==> config.mk <==
export PLATFORM = sky130hd
export DESIGN_NAME = irq_aggregator
export DESIGN_NICKNAME = d
export VERILOG_FILES = /design/src/rtl/irq_agg_pkg.sv /design/src/rtl/irq_stat_cell.sv /design/src/rtl/irq_channel.sv /design/src/rtl/irq_aggregator.sv
export SDC_FILE = /design/constraint.sdc
export NUM_CORES = 2
export LEC_CHECK = 0
export BUFFER_PORTS_ARGS = -buffer_cell sky130_fd_sc_hd__buf_2
export CELL_PAD_IN_SITES_DETAIL_PLACEMENT = 1
export CELL_PAD_IN_SITES_GLOBAL_PLACEMENT = 2
export CORE_MARGIN = 2
export CORE_UTILIZATION = 38
export DETAILED_ROUTE_END_ITERATION = 8
export HOLD_SLACK_MARGIN = 0.02
export PLACE_DENSITY_LB_ADDON = 0.1
export SYNTH_ARGS = -nofsm -noshare
export SYNTH_HDL_FRONTEND = slang
export SYNTH_HIERARCHICAL = 1
export SYNTH_SLANG_ARGS = --single-unit
==> constraint.sdc <==
create_clock -name clk -period 3.2 [get_ports clk]
set_input_delay 0.32 -clock clk [delete_from_list [all_inputs] [get_ports clk]]
set_output_delay 0.32 -clock clk [all_outputs]
set_load 0.005 [all_outputs]
==> src/rtl/irq_agg_pkg.sv <==
package irq_agg_pkg;
  localparam int SEL_W     = 4;
  localparam int MASK_BASE = 8;
  localparam int SEL_GPTR  = 14;
  localparam int SEL_CPTR  = 15;
endpackage

==> src/rtl/irq_stat_cell.sv <==
module irq_stat_cell #(
  parameter int W = 8,
  parameter logic [W-1:0] IMPL = '1
) (
  input  logic         clk,
  input  logic         rst,
  input  logic [W-1:0] evt,
  input  logic         rd_busy,
  input  logic         rd_clr,
  input  logic         mask_we,
  input  logic [W-1:0] mask_wdata,
  output logic [W-1:0] pend,
  output logic [W-1:0] mask_q
);
  logic [W-1:0] stat_q, hold_q, evt_v;

  assign evt_v = evt & IMPL;

  always_ff @(posedge clk) begin
    if (rst) begin
      stat_q <= '0;
      hold_q <= '0;
      mask_q <= '1;
    end else begin
      if (mask_we) mask_q <= mask_wdata | ~IMPL;
      if (rd_busy) begin
        // bus busy: park new events, clear visible bits on a hit
        hold_q <= hold_q | evt_v;
        if (rd_clr) stat_q <= stat_q & mask_q;
      end else begin
        stat_q <= stat_q | hold_q | evt_v;
        hold_q <= '0;
      end
    end
  end

  assign pend = stat_q & ~mask_q;
endmodule

==> src/rtl/irq_channel.sv <==
module irq_channel #(
  parameter int N_REG = 6,
  parameter int W     = 8,
  parameter logic [N_REG*W-1:0] IMPL = '1
) (
  input  logic               clk,
  input  logic               rst,
  input  logic [N_REG*W-1:0] evt,
  input  logic               rd_busy,
  input  logic [N_REG-1:0]   rd_clr,
  input  logic [N_REG-1:0]   mask_we,
  input  logic [W-1:0]       wdata,
  output logic [N_REG*W-1:0] pend,
  output logic [N_REG*W-1:0] mask,
  output logic [N_REG-1:0]   ptr
);
  for (genvar r = 0; r < N_REG; r++) begin : g_reg
    irq_stat_cell #(.W(W), .IMPL(IMPL[r*W +: W])) u_cell (
      .clk       (clk),
      .rst       (rst),
      .evt       (evt[r*W +: W]),
      .rd_busy   (rd_busy),
      .rd_clr    (rd_clr[r]),
      .mask_we   (mask_we[r]),
      .mask_wdata(wdata),
      .pend      (pend[r*W +: W]),
      .mask_q    (mask[r*W +: W])
    );
    assign ptr[r] = |pend[r*W +: W];
  end
endmodule

==> src/rtl/irq_aggregator.sv <==
module irq_aggregator
  import irq_agg_pkg::*;
#(
  parameter int N_CH  = 8,
  parameter int N_REG = 6,
  parameter int W     = 8,
  parameter logic [N_REG*W-1:0] IMPL = {2'b00, {(N_REG*W-2){1'b1}}},
  localparam int CH_W   = $clog2(N_CH),
  localparam int ADDR_W = CH_W + SEL_W
) (
  input  logic                    clk,
  input  logic                    rst,
  input  logic [N_CH*N_REG*W-1:0] evt_i,
  input  logic [ADDR_W-1:0]       bus_addr,
  input  logic [W-1:0]            bus_wdata,
  input  logic                    bus_we,
  input  logic                    bus_re,
  output logic [W-1:0]            bus_rdata,
  output logic                    irq_n
);
  logic [CH_W-1:0]    ch_idx;
  logic [SEL_W-1:0]   sel;
  logic [N_REG*W-1:0] pend_all [N_CH];
  logic [N_REG*W-1:0] mask_all [N_CH];
  logic [N_REG-1:0]   ptr_all  [N_CH];
  logic [N_CH-1:0]    gptr;
  logic [W-1:0]       rd_next;

  assign ch_idx = bus_addr[ADDR_W-1:SEL_W];
  assign sel    = bus_addr[SEL_W-1:0];

  for (genvar c = 0; c < N_CH; c++) begin : g_ch
    logic [N_REG-1:0] rd_clr, mask_we;
    for (genvar r = 0; r < N_REG; r++) begin : g_dec
      assign rd_clr[r]  = bus_re && (ch_idx == CH_W'(c)) && (sel == SEL_W'(r));
      assign mask_we[r] = bus_we && !bus_re && (ch_idx == CH_W'(c))
                          && (sel == SEL_W'(MASK_BASE + r));
    end
    irq_channel #(.N_REG(N_REG), .W(W), .IMPL(IMPL)) u_chan (
      .clk    (clk),
      .rst    (rst),
      .evt    (evt_i[c*N_REG*W +: N_REG*W]),
      .rd_busy(bus_re),
      .rd_clr (rd_clr),
      .mask_we(mask_we),
      .wdata  (bus_wdata),
      .pend   (pend_all[c]),
      .mask   (mask_all[c]),
      .ptr    (ptr_all[c])
    );
    assign gptr[c] = |ptr_all[c];
  end

  always_comb begin
    rd_next = '0;
    if (sel == SEL_W'(SEL_GPTR)) rd_next = W'(gptr);
    for (int c = 0; c < N_CH; c++) begin
      if (ch_idx == CH_W'(c)) begin
        if (sel == SEL_W'(SEL_CPTR)) rd_next = W'(ptr_all[c]);
        for (int r = 0; r < N_REG; r++) begin
          if (sel == SEL_W'(r))             rd_next = pend_all[c][r*W +: W];
          if (sel == SEL_W'(MASK_BASE + r)) rd_next = mask_all[c][r*W +: W];
        end
      end
    end
  end

  always_ff @(posedge clk) begin
    if (rst) begin
      bus_rdata <= '0;
      irq_n     <= 1'b1;
    end else begin
      if (bus_re) bus_rdata <= rd_next;
      irq_n <= ~|gptr;
    end
  end
endmodule

==> out/summary.txt <==
Worst Setup Path Type - flop to flop
setup repair after global routing missed its margin - true
top cells by area, synth - dfxtp_1 39%, o32ai_2 9.1%, nor2_1 8.9%
crit-path max FO - 4
DP Area - 73000 um^2
Post-Route WL - 316 mm
Site Rows - 142
R2R setup slack - -0.29 ns
commonest non-fill, non-tap cell in the layout - buf_4
Avg Inst Size Synth - 9.06 um^2
share of the synthesized area in the top cell type - 0.390
CP most frequent cell - buf_4
Setup Skew - 0.0267 ns
number of global-route vias before repair - 65084
Final Wtd Congestion - 1.02
synth unique cells - 104
count of input and output buffers - 395
cells after synthesis - 6296
Reg power frac - 0.392
Worst Path Arrival - 4.18 ns
worst-path cell with the longest stage delay - dfxtp_2
Place WS - -0.861 ns
Pwr Total - 37.7 mW
final hold vios - 0
max-cap violation count - 0
required time worst endpoint - 3.89 ns
GRT Util Overall - 0.401
CTS sink count - 1113
DR vias - 61483
first-pass GRT wire length - 448 mm
DIE AREA - 153000 um^2
CP cell instances - inv_2, nor2_2, nor4_2, nand2_1, nor4_4, buf_4, a21oi_4, a21oi_2, nand3_1, o21ai_2, a31oi_4, a2111oi_4, buf_4, a221oi_4, buf_4, a2111oi_4, a211o_1, nand3_1
clock root cell - clkbuf_16
Rel. slew slack - 0.320
FF/Latch Area - 22300 um^2
H-tree Lvls - 4
CTS Buf Count - 136
residual DRC count - 0
Startpoint Class - flop
layout cells sized above 1 - 0.382
Worst VDD drop - 0.566 mV
fill count - 17096
FF+latch count, synth - 1113
EDFF count, synth - 0
internal power - 27.2 mW
Vert. Die Dim - 392 um
Synthesis Warnings - 6
Via density - 5.68
area delta synth->final - 46.7%
Setup TNS - -1.47 ns
post-synth top area cell - dfxtp_1
combinational power share - 0.170
switching pwr - 10.5 mW
clock transition at the registers of the reported paths - 0.06 ns
Async S/R FF share, synth - 0
CTS tree - built
Least-Margin Pin Slew - 1.02 ns
clk_lat worst skew - 0.81 ns
max frequency - 286 MHz
period utilization - 1.09
pin count of the biggest net entering global routing - 106
Clk network pwr share - 0.438
1st-pass router iterations - 6
Nets - 9106
Die W - 392 um
Final Instance Area - 83700 um^2
run status - finished with violations
I/O pin count - 412
Syn Std Cell Area - 57100 um^2
RR Endpoint - bus_rdata[3]$_SDFFE_PP0P_
ANT nets after route - 0
Top FF cell, synth - dfxtp_1
CP max stage delay - 0.33 ns
initial antenna violation count - 12
maximum clock insertion buffer count - 3
Slew Viols, Final - 0
Net Sw Frac - 0.279
Crit. End Element - flop
Hold Path Cell Cnt - 3
most frequent cells in the layout - 1879 x buf_4, 1256 x nor2_1, 1078 x dfxtp_1, 384 x buf_2, 383 x nor2b_1
Power Dens Cells - 450 nW/um^2
FF-to-FF path depth - 18
Worst Slack Setup Final - -0.293 ns
starting density of the core - 0.382
violated checks - setup timing
Hold Path End - g_ch[7].u_chan/g_reg[2].u_cell/hold_q[6]$_SDFF_PP0_
worst hold path type - input port to flop
Min Clock Period, post-route - 3.49 ns
Final Util - 0.560
worst r2r src - g_ch[3].u_chan/g_reg[2].u_cell/stat_q[2]$_SDFFE_PP0P_
Setup violations, final - 6
area taken by multi-input logic gates - 31800 um^2
hold path startpoint - bus_re
initial DRC count - 4937
dpl hpwl - 235 mm
WL/cell - 29.2 um
Overflow after GRT - 0
LEAKAGE - 36.7 nW
core box area - 149000 um^2
sequential fraction of the synthesis area - 0.390
[cells by family after synthesis]
kind of cell / synth area share
AND/OR/NAND/NOR: 0.251
AO/OA/AOI/OAI: 0.268
flip-flops: 0.390
buffers and inverters: 0.0814
multiplexers: 0.00829
other: 0.00105
[worst max-delay path by stage]
stage	to	startpoint	slack [ns]	depth (start not counted)
detailed placement	bus_rdata[2]$_SDFFE_PP0P_	g_ch[2].u_chan/g_reg[5].u_cell/stat_q[5]$_SDFFE_PP0P_	-0.86	17
global placement	bus_rdata[7]$_SDFFE_PP0P_	g_ch[7].u_chan/g_reg[3].u_cell/stat_q[1]$_SDFFE_PP0P_	-0.93	18
CTS	bus_rdata[0]$_SDFFE_PP0P_	g_ch[0].u_chan/g_reg[3].u_cell/stat_q[5]$_SDFFE_PP0P_	-0.22	17
global route	bus_rdata[3]$_SDFFE_PP0P_	g_ch[3].u_chan/g_reg[2].u_cell/stat_q[0]$_SDFFE_PP0P_	-0.39	18
finish	bus_rdata[3]$_SDFFE_PP0P_	g_ch[3].u_chan/g_reg[2].u_cell/stat_q[2]$_SDFFE_PP0P_	-0.29	18
floorplan	bus_rdata[3]$_SDFFE_PP0P_	g_ch[3].u_chan/g_reg[0].u_cell/stat_q[1]$_SDFFE_PP0P_	0.27	15
[Yosys cell counts, drive strengths merged (87+ instances only)]
library cell,count
nor2,1359
dfxtp,1113
nor2b,386
o32ai,379
inv,378
a211o,376
and3b,371
buf,366
nand2,216
o21ai,189
a21oi,171
nor4,117
o22ai,87
[repair_timing]
item | in CTS | in global routing
hold buffers | 368 | 0
gates resized for setup | 228 | 198
endpoints found under the hold margin | 736 | 0
endpoints found under the setup margin | 8 | 11
buffers inserted | 92 | 14
pin swaps | 127 | 105
[registers in the layout, indices dropped and copies added (netlist names)]
| signal | flops |
|---|---|
| g_ch.u_chan/g.u_cell/hold_q | 368 |
| g_ch.u_chan/g.u_cell/mask_q | 368 |
| g_ch.u_chan/g.u_cell/stat_q | 368 |
| bus_rdata | 8 |
| irq_n | 1 |
[layer usage]
layer / track usage / up-vias / wire length [um]
li1: - / 27299 / -
met1: 0.468 / 30907 / 123000
met2: 0.683 / 2389 / 150000
met3: 0.0668 / 884 / 20200
met4: 0.253 / 4 / 22800
met5: 0 / - / 19
[power groups by stage]
stage	Sequential (mW)	Combinational (mW)	Clock, mW
3_3_place_gp	15.0	5.48	0
4_1_cts	14.8	6.16	16.7
3_5_place_dp	15.0	5.59	0
6_report	14.8	6.40	16.5
5_1_grt	14.8	6.66	17.3
2_1_floorplan	15.0	2.68	0
[stage by stage]
stage                     hold WS [ns]  std cells
final                            0.104      10829
after global routing             0.121      10822
after CTS                       0.0508      10816
after detailed placement         0.452      10117
after global placement           0.448      10117
after floorplan                  0.419       6312
[area by class of cell]
type	count	share of cell area
Inverter	378	0.0169
Sequential cell	1113	0.267
Clock buffer	198	0.0481
Timing Repair Buffer	2697	0.250
Clock inverter	43	0.00844
Multi-Input combinational cell	4377	0.380
Tap cell	2016	0.0301
Antenna cell	7	0.000209
[worst max-delay path, delay by kind of cell (launching register included)]
kind | cells | cell delay (ns)
buffers and inverters | 4 | 0.64
AOI/OAI and AO/OA | 8 | 1.40
and+or+nand+nor | 6 | 1.00
DFF | 1 | 0.33
Note: power is estimated with default switching activity, not from simulation.
